$ cat src/rtl/sppi_pkg.sv
// Package: shared constants and the rank mapping for the interrupt identifier.
// Assumes slot numbers start at 1 and that rank 0 is reserved for the
// status-change source.
package sppi_pkg;

    // Width of the code presented to the processor.
    localparam int CODE_W = 8;

    // Rank of a message slot in the priority vector (0 = highest).
    // The promoted slot sits right below the status source; the
    // remaining slots follow in ascending slot order.
    function automatic int slot_rank(input int slot, input int promoted);
        if (slot == promoted) begin
            return 1;
        end else if (slot < promoted) begin
            return slot + 1;
        end else begin
            return slot;
        end
    endfunction

endpackage

$ cat src/rtl/sppi_req_gate.sv
// Module: builds the ranked request vector from raw request levels.
// Bit 0 is the gated status-change request, bit 1 the promoted slot,
// then the remaining slots in ascending order. Pure combinational.
// Assumes PROMOTED_SLOT lies in 1..NUM_SLOTS.
module sppi_req_gate #(
    parameter int NUM_SLOTS     = 15,
    parameter int PROMOTED_SLOT = 15
) (
    input  logic                 stat_flag,
    input  logic                 err_ie,
    input  logic                 stat_ie,
    input  logic [NUM_SLOTS-1:0] slot_req,
    output logic [NUM_SLOTS:0]   rank_req
);

    // Status source counts only with its flag and at least one enable.
    assign rank_req[0] = stat_flag & (err_ie | stat_ie);

    // Place each slot request at its rank position.
    for (genvar s = 1; s <= NUM_SLOTS; s++) begin : g_slot
        localparam int RANK = sppi_pkg::slot_rank(s, PROMOTED_SLOT);
        assign rank_req[RANK] = slot_req[s-1];
    end

endmodule

$ cat src/rtl/sppi_prio_enc.sv
// Module: fixed-priority encoder over the ranked request vector.
// Rank 0 wins. Returns a one-hot grant and the code (rank + 1).
// Assumes NSRC + 1 fits in CODE_W bits.
module sppi_prio_enc #(
    parameter int NSRC   = 16,
    parameter int CODE_W = 8
) (
    input  logic [NSRC-1:0]   req,
    output logic              any,
    output logic [NSRC-1:0]   pick_oh,
    output logic [CODE_W-1:0] pick_code
);

    // Scan from lowest priority up so the highest-priority hit is kept.
    always_comb begin : p_scan
        pick_oh   = '0;
        pick_code = '0;
        for (int i = NSRC - 1; i >= 0; i--) begin
            if (req[i]) begin
                pick_oh    = '0;
                pick_oh[i] = 1'b1;
                pick_code  = CODE_W'(i + 1);
            end
        end
    end

    // Any request pending at all.
    assign any = |req;

endmodule

$ cat src/rtl/sppi_code_hold.sv
// Module: sticky code register. While idle it loads the encoder result.
// While a source is shown it holds until that source's request drops,
// then it returns to idle for one cycle before the next choice.
// Assumes a synchronous active-low reset and request levels that are
// synchronous to clk.
module sppi_code_hold #(
    parameter int NSRC   = 16,
    parameter int CODE_W = 8
) (
    input  logic              clk,
    input  logic              rst_n,
    input  logic [NSRC-1:0]   rank_req,
    input  logic              any,
    input  logic [NSRC-1:0]   pick_oh,
    input  logic [CODE_W-1:0] pick_code,
    output logic [CODE_W-1:0] code_q
);

    typedef enum logic {ST_IDLE, ST_SHOW} hold_state_t;

    hold_state_t       state_q;
    logic [NSRC-1:0]   held_oh;
    logic              held_live;

    // Request of the shown source still present.
    assign held_live = |(held_oh & rank_req);

    // Load, hold or release the displayed code.
    always_ff @(posedge clk) begin : p_code
        if (!rst_n) begin
            state_q <= ST_IDLE;
            code_q  <= '0;
            held_oh <= '0;
        end else begin
            case (state_q)
                ST_IDLE: begin
                    if (any) begin
                        state_q <= ST_SHOW;
                        code_q  <= pick_code;
                        held_oh <= pick_oh;
                    end
                end
                ST_SHOW: begin
                    if (!held_live) begin
                        state_q <= ST_IDLE;
                        code_q  <= '0;
                        held_oh <= '0;
                    end
                end
                default: begin
                    state_q <= ST_IDLE;
                    code_q  <= '0;
                    held_oh <= '0;
                end
            endcase
        end
    end

    // a live shown source pins the code.
    assert_hold_R4: assert property (@(posedge clk) disable iff (!rst_n)
        (code_q != '0 && held_live) |=> $stable(code_q));

    // never more than one source held.
    assert_single_R4: assert property (@(posedge clk) disable iff (!rst_n)
        $onehot0(held_oh));

    // release to idle once the shown request falls.
    assert_release_R6: assert property (@(posedge clk) disable iff (!rst_n)
        (code_q != '0 && !held_live) |=> code_q == '0);

    // idle with nothing pending stays idle.
    assert_idle_R6: assert property (@(posedge clk) disable iff (!rst_n)
        (code_q == '0 && rank_req == '0) |=> code_q == '0);

    // the status source wins from idle.
    assert_top_R5: assert property (@(posedge clk) disable iff (!rst_n)
        (code_q == '0 && rank_req[0]) |=> code_q == CODE_W'(1));

endmodule

$ cat src/rtl/sppi_irq_ident.sv
// Module: top of the sticky priority interrupt identifier. Gates and
// ranks the requests, encodes the winner, holds the shown code and
// drives the interrupt line and the read port.
// Assumes synchronous active-low reset; writes are accepted and ignored.
module sppi_irq_ident #(
    parameter int NUM_SLOTS     = 15,
    parameter int PROMOTED_SLOT = 15
) (
    input  logic                         clk,
    input  logic                         rst_n,
    input  logic                         stat_flag,
    input  logic                         err_ie,
    input  logic                         stat_ie,
    input  logic [NUM_SLOTS-1:0]         slot_req,
    input  logic                         rd_en,
    input  logic                         wr_en,
    output logic [sppi_pkg::CODE_W-1:0]  rd_data,
    output logic                         irq_o
);

    localparam int NSRC   = NUM_SLOTS + 1;
    localparam int CODE_W = sppi_pkg::CODE_W;

    logic [NSRC-1:0]   rank_req;
    logic              any;
    logic [NSRC-1:0]   pick_oh;
    logic [CODE_W-1:0] pick_code;
    logic [CODE_W-1:0] code_q;

    sppi_req_gate #(
        .NUM_SLOTS     (NUM_SLOTS),
        .PROMOTED_SLOT (PROMOTED_SLOT)
    ) u_gate (
        .stat_flag (stat_flag),
        .err_ie    (err_ie),
        .stat_ie   (stat_ie),
        .slot_req  (slot_req),
        .rank_req  (rank_req)
    );

    sppi_prio_enc #(
        .NSRC   (NSRC),
        .CODE_W (CODE_W)
    ) u_enc (
        .req       (rank_req),
        .any       (any),
        .pick_oh   (pick_oh),
        .pick_code (pick_code)
    );

    sppi_code_hold #(
        .NSRC   (NSRC),
        .CODE_W (CODE_W)
    ) u_hold (
        .clk       (clk),
        .rst_n     (rst_n),
        .rank_req  (rank_req),
        .any       (any),
        .pick_oh   (pick_oh),
        .pick_code (pick_code),
        .code_q    (code_q)
    );

    // Interrupt line follows the registered code.
    assign irq_o = (code_q != '0);

    // Read port returns the code only during a read strobe.
    assign rd_data = rd_en ? code_q : '0;

    // a read during an interrupt never returns the idle code.
    assert_irq_read_R7: assert property (@(posedge clk) disable iff (!rst_n)
        (rd_en && irq_o) |-> rd_data != '0);

    // a write while idle with nothing pending leaves the line low.
    assert_write_R9: assert property (@(posedge clk) disable iff (!rst_n)
        (wr_en && !irq_o && rank_req == '0) |=> !irq_o);

endmodule

$ cat config.mk
export PLATFORM = sky130hd
export DESIGN_NAME = sppi_irq_ident
export DESIGN_NICKNAME = d
export VERILOG_FILES = /design/src/rtl/sppi_pkg.sv /design/src/rtl/sppi_req_gate.sv /design/src/rtl/sppi_prio_enc.sv /design/src/rtl/sppi_code_hold.sv /design/src/rtl/sppi_irq_ident.sv
export SDC_FILE = /design/constraint.sdc
export NUM_CORES = 1
export LEC_CHECK = 0
export BUFFER_PORTS_ARGS = -buffer_cell sky130_fd_sc_hd__clkbuf_2
export CORE_MARGIN = 8
export CORE_UTILIZATION = 54
export DETAILED_ROUTE_END_ITERATION = 7
export PLACE_DENSITY = 0.85
export SETUP_SLACK_MARGIN = 0.4
export SLEW_MARGIN = 20
export SYNTH_ARGS = -nofsm -noshare
export SYNTH_HDL_FRONTEND = slang
export SYNTH_SLANG_ARGS = --single-unit
$ cat constraint.sdc
create_clock -name clk -period 4.27 [get_ports clk]
set_input_delay 0.2135 -clock clk [delete_from_list [all_inputs] [get_ports clk]]
set_output_delay 0.2135 -clock clk [all_outputs]
set_load 0.05 [all_outputs]
# == Word-level counts from Yosys, hierarchy flattened ==
# Index checks and enable logic that the tools add are counted.
# op_classes
mux,42
eq_ne,2
reduce_logical,4
n_bitwise,4
# ops
cell,n
$mux 16,18
$mux 5,16
$pmux 16 s2,1
$reduce_or 16->1,2
$mux 8,3
$and 16x16->16,1
$pmux 8 s2,1
$reduce_bool 8->1,1
$ne 2x2->1 const B,2
$mux 1,2
$pmux 1 s2,1
$reduce_and 2->1,1
$and 1x1->1,1
$not 1->1,1
$or 1x1->1,1
# totals
regBits,25
input_bits,22
wordCells,55

# == Logic depth before layout (Yosys ltp) ==
# Gate-level depths: netlist (run 1).
# depth
ltp_word,18
ltp_mapped,7
ltp_nobuf,5

# == Modules after synthesis ==
# A second synthesis (run 1) with hierarchy kept.
# unflattened
hier_cells,234
hier_area_um2,1943.1
# by_module_without_submodules
module,area_per_inst_um2,seq_area_each_um2,instances,cells_each
sppi_code_hold,1387.6,500.5,1,154
sppi_prio_enc,367.9,0.0,1,53
sppi_req_gate,120.1,0.0,1,16
sppi_irq_ident,67.6,0.0,1,11

# == Least setup slack after synthesis (run 1) ==
# OpenSTA, ideal clock, no wires.
# synth_path
kind,flip-flop to flip-flop
startpoint,register u_hold.state_q
endpoint,register u_hold.code_q[2]
period_less_slack_ns,1.617
stages_incl_launch_ff,7
path_slack_ns,2.653
t_arrival_ns,1.500
path_cell_list,dfxtp_1 a21boi_0 nand4_1 o41ai_1 a21oi_2 buf_6 a22o_1
# synth_via
elab_chain_cells,3
word_cells_on_any_way,5
cone_classes,2 x eq/ne; 1 x mux; 1 x bitwise; 1 x reduce/logical
# synth_rtl
item,line,source
start: declaration,sppi_code_hold.sv:21,hold_state_t state_q;
start signal: assignment,sppi_code_hold.sv:31,state_q <= ST_IDLE;
start signal: assignment,sppi_code_hold.sv:38,state_q <= ST_SHOW;
start signal: assignment,sppi_code_hold.sv:45,state_q <= ST_IDLE;
$not 1->1,sppi_code_hold.sv:35,case (state_q)
$ne 2x2->1 (no source line),-,
$reduce_and 2->1 (no source line),-,
end signal: assignment,sppi_code_hold.sv:39,code_q <= pick_code;
end: declaration,sppi_code_hold.sv:16,output logic [CODE_W-1:0] code_q
# Parallel ways exist; a longest one is shown, timed or not.
# A chain may end at the register's enable or synchronous reset.

# == Worst setup path after layout (run 1) ==
# layout_path
startpoint,register u_hold.state_q
endpoint,register u_hold.held_oh[11]
# layout_via
elab_chain_cells,3
word_cells_on_any_way,5
cone_classes,2 x eq/ne; 1 x mux; 1 x bitwise; 1 x reduce/logical
# layout_rtl
item,line,source
$not 1->1,sppi_code_hold.sv:35,
$ne 2x2->1 (no source line),-,
$reduce_and 2->1 (no source line),-,
end signal: assignment,sppi_code_hold.sv:40,held_oh <= pick_oh;
end: declaration,sppi_code_hold.sv:22,logic [NSRC-1:0] held_oh;
# Parallel ways exist; a longest one is shown, timed or not.

==> summary.txt, run 1 <==
Status
  – Status: finished clean

Global route
  – Global-route wire length before repair: 4340 um
  – Busiest metal layer after global routing: met2
  – Initial antenna violation count: 0
  – Largest net degree at the start of global routing: 21
  – GR Util All Layers: ~15%
  – Vias in the first global route: around 990
  – Global Route met3 Usage: 3.81%
  – GRT overflow: 0
  – Met2 Track Usage GR: a little over a quarter
  – GR met1 Demand/Resource: 18.2%

Critical path
  – Crit path DAT: 2.20 ns
  – Critical Path, Cell by Cell: a21boi_0, nand4_1, o41ai_1, a21oi_2, a22o_1
  – Crit path max-delay family: compound AO/OA/AOI/OAI gates
  – Critical R2R Launch: u_hold.state_q
  – FF-to-FF path depth: 5
  – Critical Path Max Stage Delay: 0.56 ns
  – Startpoint Class: register
  – Reg-to-Reg End: u_hold.held_oh[11]
  – Kind of critical path: reg -> reg
  – Worst path bufs/invs: 0
  – WP depth: 5
  – CP Capture Type: register
  – Crit-path max FO: 20
  – Internal reg-to-reg setup slack: 2.26 ns
  – Critical path's slowest cell: o41ai_1
  – Worst EP required: 4.47 ns

Synth
  – Number of synthesized flops with an enable pin: 0
  – Top cells by area, synth: dfxtp_1, a32o_1, a22o_1
  – Yosys top cell by area: dfxtp_1
  – Most numerous cell in the Yosys netlist: dfxtp_1
  – Synth cell count leaders: dfxtp_1, a32o_1, a22o_1, inv_1, nor2_1
  – Average size of a mapped cell: between 9 and 10 um2
  – Synthesized cell area: between 1000 and 1500 um2
  – Synth Flop Type: dfxtp_1
  – Synth top area share: 39.4%
  – Yosys warns: 0
  – Ys async rst share: 0%
  – Synth unique cells: 32
  – Gate Count Post-Synth: roughly 110
  – Synth Register Bits: 21
  – Sequential area share after synthesis: 39.4%

Layout
  – Diode count: 0
  – Final nets: 162
  – Area occupied by multi-input gates: 568 um2
  – Register Area: 420 um2
  – Number of fill cells: 179
  – Layout area overhead: 13.2%
  – Share of cells above drive strength 1: 25.9%

CTS
  – CTS tree: done
  – Cts bufs inserted: 3
  – Clock Latency Late Sink: 0.30 ns
  – Post-cts resize count: 0
  – CTS clock-pin slew for the worst setup and hold paths: between 0.1 and 0.15 ns
  – Clock sinks: 21
  – Root buffer cell: clkbuf_4
  – Post-CTS setup repair buffer count: 0
  – H-Tree Depth: 1
  – Post-CTS Hold Buffers: 0
  – CTS Buffer Depth: 2

Hold path
  – Hold path depth: 2
  – Hold path startpoint: slot_req[13]
  – Worst min-delay path category: in -> reg
  – WHS Endpoint: u_hold.code_q[4]

Routing
  – Post-route DRC: 0
  – Drt total wl: 2620 um
  – Post-route ant nets: 0
  – Via Count: about 1,000
  – Vias per cell: 6.11
  – Wire per inst: 15.8 um
  – Iter 0 DRT Violations: 32
  – TritonRoute pass-1 iters: 4

STA
  – WHS: roughly 0.19 ns
  – Final Setup Violations: 0
  – Worst-Margin Slew: 0.873 ns
  – Unrepaired setup endpoints after global routing: false
  – Slew margin rel.: 41.8%
  – Final Max Tran Viols: 0
  – Highest Clock Rate: 498 MHz
  – Setup TNS: 0 ns
  – Skew final: 0.00720 ns
  – Final Critical Period: 2.01 ns
  – Period Utilization, post-route: 47.0%
  – Final hold vios: 0

Die
  – Rows: 16
  – Num ports: 31
  – Core area: around 1900 um2
  – DIE WIDTH: about 60 um
  – Starting Density: a little under three fifths
  – Die Y: 60.5 um
  – Die footprint: 3650 um2

Power and ir drop
  – P_leak: 0.523 nW
  – Pwr per Cell Area: a little over 300 nW/um2
  – Peak VDD IR: 0.234 mV
  – PnR Total Power: 0.365 mW

Flow run
  – Max_cap viols: 0

Placement
  – GPL Wtd Cong: 0.869
  – Post-DP HPWL: 2050 um
  – Port Buffers: 26
## area by class of cell
class                      count  share of cell area (%)
clock buffer                   4                    2.17
inverter                       8                    2.48
multi-input combinational     80                    47.0
sequential                    21                    34.8
tap                           27                    2.80
timing repair buffer          26                    10.8
## per-layer routing
layer / vias up / wire [um]
met4: 0 / 49
met5: - / 0
li1: 481 / -
met3: 8 / 235
met1: 478 / 1130
met2: 48 / 1210
## logic make-up (layout without fill, tap and decap cells)
logic type | Yosys count | after routing | synth area share (%)
other cells | 1 | 3 | 0.351
buf+inv | 14 | 38 | 8.09
simple gates | 36 | 36 | 20.4
compound gates | 41 | 41 | 31.8
flops | 21 | 21 | 39.4
## layout by cell type (no fill, tap or decap), types with 2 or more instances in the layout
| cell type | count |
|---|---|
| a22oi_1 | 7 |
| clkbuf_4 | 3 |
| o21ai_0 | 4 |
| nor2b_1 | 2 |
| dfxtp_1 | 21 |
| nor3_1 | 4 |
| inv_1 | 8 |
| conb_1 | 3 |
| o31ai_1 | 2 |
| and2_1 | 7 |
| a22o_1 | 8 |
| clkbuf_2 | 26 |
| nor2_1 | 8 |
| nor4_1 | 4 |
| nand2_1 | 4 |
| a32o_1 | 10 |
| o21a_1 | 2 |
## report_power, final
group	switching, mW	total, mW	internal [mW]
clock network	0.0561	0.0925	0.0364
registers	0.00351	0.204	0.201
logic	0.0469	0.0684	0.0215
total	0.107	0.365	0.259
## per-stage QoR
| step | setup WS [ns] | instances | instance area (um2) | utilization (%) |
|---|---|---|---|---|
| final | 2.26 | 166 | 1210 | 62.9 |
| after global routing | 2.14 | 166 | 1210 | 62.9 |
| after CTS | 2.26 | 166 | 1210 | 62.9 |
| after detailed placement | 2.00 | 162 | 1180 | 61.5 |
| after global placement | 2.03 | 162 | 1180 | 61.5 |
| after floorplan | 2.65 | 115 | 1070 | - |
## how the worst max path moves through the flow
| stage | from | endpoint | slack (ns) |
|---|---|---|---|
| 2_1_floorplan | u_hold.state_q | u_hold.code_q[2] | 2.65 |
| 3_3_place_gp | slot_req[5] | u_hold.held_oh[11] | 2.03 |
| 3_5_place_dp | slot_req[5] | u_hold.held_oh[1] | 2.00 |
| 4_1_cts | u_hold.state_q | u_hold.held_oh[1] | 2.26 |
| 5_1_grt | slot_req[5] | u_hold.held_oh[3] | 2.14 |
| 6_report | u_hold.state_q | u_hold.held_oh[11] | 2.26 |
## registers in the layout, summed over array words and instances, names as in the netlist
name            cells
u_hold.held_oh     15
u_hold.code_q       5
u_hold.state_q      1
Power figures use the tool's default switching activity.
==> run 2: changes to the inputs <==
--- a/config.mk
+++ b/config.mk
@@ -7,9 +7,9 @@
 export LEC_CHECK = 0
 export BUFFER_PORTS_ARGS = -buffer_cell sky130_fd_sc_hd__clkbuf_2
 export CORE_MARGIN = 8
-export CORE_UTILIZATION = 54
+export CORE_UTILIZATION = 50
 export DETAILED_ROUTE_END_ITERATION = 7
-export PLACE_DENSITY = 0.85
+export PLACE_DENSITY = 0.79
 export SETUP_SLACK_MARGIN = 0.4
 export SLEW_MARGIN = 20
 export SYNTH_ARGS = -nofsm -noshare
==> constraint.sdc (replaced) <==
create_clock -name clk -period 1.9 [get_ports clk]
set_input_delay 0.095 -clock clk [delete_from_list [all_inputs] [get_ports clk]]
set_output_delay 0.095 -clock clk [all_outputs]
set_load 0.05 [all_outputs]
==> summary.txt, run 2 (synthesis results as in run 1) <==
Routing
  – TritonRoute pass-1 iters: 4 (unchanged)
  – Post-route DRC: 0 (unchanged)
  – Iter 0 DRT Violations: 58 (+81%)
  – Post-route ant nets: 0 (unchanged)
  – Via Count: 1,072 (+5.6%)
  – Vias per cell: 6.20 (+1.3%)
  – Wire per inst: 16.4 um (+3.7%)
  – Drt total wl: 2830 um (+8.0%)

Layout
  – Post-route insts no fill: 173 (+4.2%)
  – Biggest regs: u_hold.held_oh x15, u_hold.code_q x5, u_hold.state_q x1
  – Most frequent cells in the layout: clkbuf_2, dfxtp_1, a32o_1
  – Final nets: 169 (+4.3%)
  – Commonest non-fill, non-tap cell in the layout: clkbuf_2
  – Share of cells above drive strength 1: 35.6% (+9.7 points)
  – Layout area overhead: 23.1%
  – Diode count: 0 (unchanged)
  – Max reg flops: 15 (unchanged)
  – Largest register by flop count: u_hold.held_oh
  – Number of fill cells: 175 (-2.2%)

STA
  – Final Setup Violations: 0 (unchanged)
  – Setup TNS: 0 ns (unchanged)
  – Highest Clock Rate: 623 MHz (+25%)
  – WHS: 0.0417 ns (-0.149 ns)
  – Skew final: 0.00246 ns (-0.00474 ns)
  – Final hold vios: 0 (unchanged)
  – Unrepaired setup endpoints after global routing: true
  – Period Utilization, post-route: 84.5% (+38 points)
  – Final Critical Period: 1.61 ns (-0.401 ns)
  – Final Max Tran Viols: 0 (unchanged)

Hold path
  – Hold path depth: 3 (+1)
  – Hold path startpoint: rst_n
  – Worst min-delay path category: in -> reg
  – WHS Endpoint: u_hold.state_q

Critical path
  – Crit path DAT: 1.82 ns (-0.38 ns)
  – Startpoint Class: register
  – CP Capture Type: register
  – FF-to-FF path depth: 6 (+1)
  – Internal reg-to-reg setup slack: 0.29 ns (-1.97 ns)
  – Kind of critical path: reg -> reg
  – Worst EP required: 2.11 ns (-2.36 ns)
  – Crit-path max FO: 5 (-75%)
  – Critical R2R Launch: u_hold.held_oh[3]
  – Reg-to-Reg End: u_hold.held_oh[9]

Placement
  – GPL Wtd Cong: 0.814 (-6.3%)
  – Placed instance count: 167 (+3.1%)
  – Post-DP HPWL: 2140 um (+4.7%)
  – Port Buffers: 26 (unchanged)

Die
  – Die Y: 62.2 um (+2.9%)
  – Core area: 1980 um2 (+3.1%)
  – Starting Density: 53.9% (-1.7 points)
  – Num ports: 31 (unchanged)
  – DIE WIDTH: 62.2 um (+2.9%)
  – Die footprint: 3870 um2 (+5.9%)
  – Rows: 16 (unchanged)

CTS
  – CTS clock-pin slew for the worst setup and hold paths: 0.11 ns (about the same)
  – Root buffer cell: clkbuf_4
  – CTS Buffer Depth: 2 (unchanged)
  – H-Tree Depth: 1 (unchanged)
  – Clock sinks: 21 (unchanged)
  – Cts bufs inserted: 3 (unchanged)
  – Clock Latency Late Sink: 0.31 ns (about the same)
  – Post-CTS setup repair buffer count: 0 (unchanged)
  – CTS tree: done

Flow run
  – Max_cap viols: 0 (unchanged)

Power and ir drop
  – P_leak: 0.572 nW (+9.4%)
  – Pwr per Cell Area: 647 nW/um2 (+110%)
  – Peak VDD IR: 0.509 mV (+120%)

Global route
  – Largest net degree at the start of global routing: 12 (-43%)
  – Vias in the first global route: 1,051 (+6.6%)
  – Global-route wire length before repair: 4690 um (+7.9%)
  – Initial antenna violation count: 0 (unchanged)
  – GRT overflow: 0 (unchanged)
  – GR Util All Layers: 14.3% (-1.2 points)

Status
  – Status: finished clean
## run 2: cell count changes in the layout (fill, tap and decap cells not counted), sizes merged
cell,delta
buf,+7
## run 2: worst max-delay path by stage
| stage | slack [ns] | startpoint | endpoint | depth (start not counted) |
|---|---|---|---|---|
| 2_1_floorplan | 0.45 | slot_req[5] | u_hold.code_q[2] | 6 |
| 3_3_place_gp | 0.24 | slot_req[8] | u_hold.code_q[1] | 7 |
| 3_5_place_dp | 0.16 | slot_req[8] | u_hold.code_q[1] | 7 |
| 4_1_cts | 0.28 | u_hold.held_oh[14] | u_hold.code_q[1] | 6 |
| 5_1_grt | 0.25 | u_hold.held_oh[7] | u_hold.held_oh[9] | 6 |
| 6_report | 0.29 | u_hold.held_oh[3] | u_hold.held_oh[9] | 6 |
## run 2: where the power goes
group          switching, mW  internal [mW]
Sequential           0.00787          0.452
Combinational          0.114         0.0616
Clock                  0.132         0.0822
## run 2: cell type report
class                           count  area [um2]  share of cell area (%)
Inverter                            8        30.0                    2.29
Clock buffer                        4        26.3                    2.00
Timing Repair Buffer               33         188                    14.3
Tap cell                           27        33.8                    2.57
Sequential cell                    21         424                    32.3
Multi-Input combinational cell     80         612                    46.6
## run 2: repair_timing
action	CTS	global route
gates resized for setup	7	6
gates cloned	0	2
endpoints found under the setup margin	20	20
pin swaps	2	3
hold buffers	0	0
## run 2: routing by layer
layer	up-vias	part of all wire, %	track usage, %
met3	7	7.7	6.09
met5	-	0	0
met4	0	1.6	4.96
met2	45	50	24.2
li1	495	-	-
met1	525	41	15.6
## run 2: critical path: stages (launching register included)
cell and delay, ns:
dfxtp_2 0.34, a22oi_1 0.16, nand2_1 0.13, o41ai_4 0.37
a21oi_2 0.12, buf_6 0.15, a22o_1 0.23
## run 2: per-stage QoR
step / setup WS (ns) / power [mW] / cell area (um2) / utilization, %
6_report: 0.294 / 0.850 / 1310 / 66.3
5_1_grt: 0.253 / 0.893 / 1310 / 66.3
4_1_cts: 0.277 / 0.844 / 1280 / 64.4
3_5_place_dp: 0.163 / 0.629 / 1230 / 61.9
3_3_place_gp: 0.236 / 0.624 / 1230 / 61.9
2_1_floorplan: 0.446 / 0.574 / 1080 / -
==> run 3: changes to the inputs <==
--- a/config.mk
+++ b/config.mk
@@ -5,11 +5,13 @@
 export SDC_FILE = /design/constraint.sdc
 export NUM_CORES = 1
 export LEC_CHECK = 0
+export ABC_AREA = 1
 export BUFFER_PORTS_ARGS = -buffer_cell sky130_fd_sc_hd__clkbuf_2
+export CORE_ASPECT_RATIO = 1.75
 export CORE_MARGIN = 8
-export CORE_UTILIZATION = 50
+export CORE_UTILIZATION = 48
 export DETAILED_ROUTE_END_ITERATION = 7
-export PLACE_DENSITY = 0.79
+export PLACE_DENSITY = 0.77
 export SETUP_SLACK_MARGIN = 0.4
 export SLEW_MARGIN = 20
 export SYNTH_ARGS = -nofsm -noshare
==> constraint.sdc (replaced) <==
create_clock -name clk -period 1.3 [get_ports clk]
set_input_delay 0.065 -clock clk [delete_from_list [all_inputs] [get_ports clk]]
set_output_delay 0.065 -clock clk [all_outputs]
set_load 0.05 [all_outputs]
==> summary.txt, run 3 <==
Status
  – Status: finished, violations left
  – Failing checks: setup timing

Layout
  – Biggest regs: u_hold.held_oh x15, u_hold.code_q x5, u_hold.state_q x1
  – Area occupied by multi-input gates: 851 um2 (+39%)
  – Max reg flops: 15 (unchanged)
  – Layout area overhead: 36.9%
  – Number of fill cells: 259 (+48%)
  – Fin util: 68.7% (+2.4 points)
  – Share of cells above drive strength 1: 36.7% (+1.1 points)
  – Final nets: 290 (+72%)
  – Largest register by flop count: u_hold.held_oh
  – Register Area: 432 um2 (+1.8%)
  – Diode count: 0 (unchanged)
  – Most frequent cells in the layout: nand2_1, nor2_1, inv_1, clkbuf_2, buf_4
  – Commonest non-fill, non-tap cell in the layout: nand2_1

Synth
  – Synthesized cell area: 1350 um2 (+26%)
  – Number of synthesized flops with an enable pin: 0 (unchanged)
  – Synth cell count leaders: nand2_1, nor2_1, inv_1, dfxtp_1, nand3_1
  – Gate Count Post-Synth: 218 (+93%)
  – Synth Flop Type: dfxtp_1
  – Top cells by area, synth: dfxtp_1, nand2_1, nor2_1
  – Yosys warns: 0 (unchanged)
  – Synth Register Bits: 21 (unchanged)
  – Yosys top cell by area: dfxtp_1
  – Ys async rst share: 0% (unchanged)
  – Most numerous cell in the Yosys netlist: nand2_1
  – Synth unique cells: 22 (-31%)
  – Synth top area share: 31.2% (-8.2 points)
  – Sequential area share after synthesis: 31.2% (-8.2 points)
  – Average size of a mapped cell: 6.19 um2 (-34%)

Global route
  – Largest net degree at the start of global routing: 15 (+3)
  – Global-route wire length before repair: 6240 um (+33%)
  – Vias in the first global route: 1,438 (+37%)
  – GR Util All Layers: 15.7% (+1.4 points)
  – GRT overflow: 0 (unchanged)
  – Initial antenna violation count: 0 (unchanged)

Critical path
  – Worst path bufs/invs: 1 (unchanged)
  – CP Capture Type: register
  – Critical Path Max Stage Delay: 0.33 ns (-0.04 ns)
  – Crit path max-delay family: simple AND/OR/NAND/NOR gates
  – FF-to-FF path depth: 10 (+4)
  – Critical path's slowest cell: dfxtp_2
  – Internal reg-to-reg setup slack: -0.06 ns (-0.35 ns)
  – Crit path DAT: 1.49 ns (-0.33 ns)
  – Kind of critical path: reg -> reg
  – Crit-path max FO: 8 (+3)
  – Worst EP required: 1.43 ns (-0.68 ns)
  – Startpoint Class: register
  – Critical Path, Cell by Cell: nand2_2, nand2_1, nor2_1, nand2_2, nor2_4, nand3_4, nand2_8, clkinv_8, nand2_1, a21oi_1
  – Reg-to-Reg End: u_hold.held_oh[1]
  – Critical R2R Launch: u_hold.held_oh[12]

Die
  – Core area: 2690 um2 (+36%)
  – Die footprint: 4830 um2 (+25%)
  – Num ports: 31 (unchanged)
  – Rows: 25 (+9)
  – Starting Density: 50.1% (-3.7 points)
  – Die Y: 86.1 um (+38%)
  – DIE WIDTH: 56.1 um (-9.9%)

STA
  – WHS: 0.113 ns (+0.0711 ns)
  – Period Utilization, post-route: 104% (+20 points)
  – Worst-Margin Slew: 0.553 ns
  – Final hold vios: 0 (unchanged)
  – Final Setup Violations: 16 (+16)
  – Final setup margin: -0.0561 ns (-0.350 ns)
  – Highest Clock Rate: 737 MHz (+18%)
  – Final Max Tran Viols: 0 (unchanged)
  – Setup TNS: -0.524 ns (-0.524 ns)
  – Final Critical Period: 1.36 ns (-0.250 ns)
  – Skew final: 0.00331 ns (+0.000854 ns)
  – Unrepaired setup endpoints after global routing: true
  – Slew margin rel.: between 60% and 70%

CTS
  – Clock Latency Late Sink: 0.26 ns (-0.05 ns)
  – CTS tree: done
  – Root buffer cell: clkbuf_8
  – H-Tree Depth: 1 (unchanged)
  – CTS Buffer Depth: 2 (unchanged)
  – CTS clock-pin slew for the worst setup and hold paths: 0.08 ns (-0.03 ns)
  – Cts bufs inserted: 3 (unchanged)
  – Clock sinks: 21 (unchanged)

Hold path
  – Hold path depth: 3 (unchanged)
  – WHS Endpoint: u_hold.held_oh[2]
  – Hold path startpoint: slot_req[0]
  – Worst min-delay path category: in -> reg

Placement
  – Post-DP HPWL: 3110 um (+45%)
  – Port Buffers: 26 (unchanged)
  – GPL Wtd Cong: 0.869 (+6.7%)
  – Worst slack at placement: -0.0569 ns (-0.220 ns)

Routing
  – Vias per cell: 5.26 (-15%)
  – TritonRoute pass-1 iters: 4 (unchanged)
  – Post-route ant nets: 0 (unchanged)
  – Iter 0 DRT Violations: 32 (-45%)
  – Wire per inst: 13.9 um (-15%)
  – Via Count: 1,545 (+44%)
  – Drt total wl: 4100 um (+45%)
  – Post-route DRC: 0 (unchanged)

Flow run
  – Max_cap viols: 0 (unchanged)

Power and ir drop
  – Pwr per Cell Area: 904 nW/um2 (+40%)
  – P_leak: 0.896 nW (+57%)
  – Peak VDD IR: 0.837 mV (+64%)
[run 3: tightest hold or removal path, delay by kind of cell]
kind                   cells  cell delay (ns)
buffers and inverters      1             0.12
AND/OR/NAND/NOR            1             0.09
AO/OA/AOI/OAI              1             0.05
[run 3: worst max-delay path by stage]
| stage | startpoint | endpoint | slack [ns] | cells after the start |
|---|---|---|---|---|
| after floorplan | u_hold.held_oh[3] | u_hold.held_oh[12] | -0.008 | 11 |
| final | u_hold.held_oh[12] | u_hold.held_oh[1] | -0.06 | 10 |
| after global routing | u_hold.held_oh[3] | u_hold.held_oh[8] | -0.14 | 10 |
| after detailed placement | u_hold.held_oh[12] | u_hold.held_oh[1] | -0.06 | 10 |
| after global placement | u_hold.held_oh[11] | u_hold.held_oh[1] | -0.03 | 10 |
| after CTS | u_hold.held_oh[12] | u_hold.held_oh[12] | -0.06 | 10 |
[run 3: logic make-up after synthesis]
group                  after synthesis  synth area share (%)
and+or+nand+nor                    142                  47.6
buffers and inverters               31                  11.0
AOI/OAI and AO/OA                   23                  9.93
DFF                                 21                  31.2
other                                1                 0.278
[run 3: cell type report]
cell class	instances	area share, %
clock inverter	1	0.271
clock buffer	3	2.24
tap	27	1.83
inverter	26	5.96
timing repair buffer	47	19.8
sequential	21	23.4
multi-input combinational	168	46.1
timing repair inverter	1	0.474
[run 3: report_power, final]
group / internal, mW / switching [mW]
logic: 0.199 / 0.327
clock network: 0.214 / 0.231
registers: 0.676 / 0.0215
total: 1.09 / 0.580
[run 3: timing repair]
item                                    in CTS  in global routing
gates cloned                                 0                  1
endpoints found under the setup margin      27                 27
pin swaps                                    1                  2
hold buffers                                 0                  0
resized for setup                           27                 25
setup buffers                                0                  2
[run 3: metal layers]
layer / GRT usage [%] / routed length, um / vias to the layer above
li1: - / - / 783
met1: 13.9 / 1460 / 702
met2: 30.3 / 2320 / 42
met3: 2.81 / 151 / 18
met4: 11.0 / 169 / 0
met5: 0 / 0 / -
[run 3: stage by stage]
step	cell area (um2)	total power [mW]	cells
CTS	1750	1.60	291
finish	1850	1.67	294
global route	1850	1.75	294
global placement	1620	1.13	287
floorplan	1360	0.990	220
detailed placement	1620	1.14	287
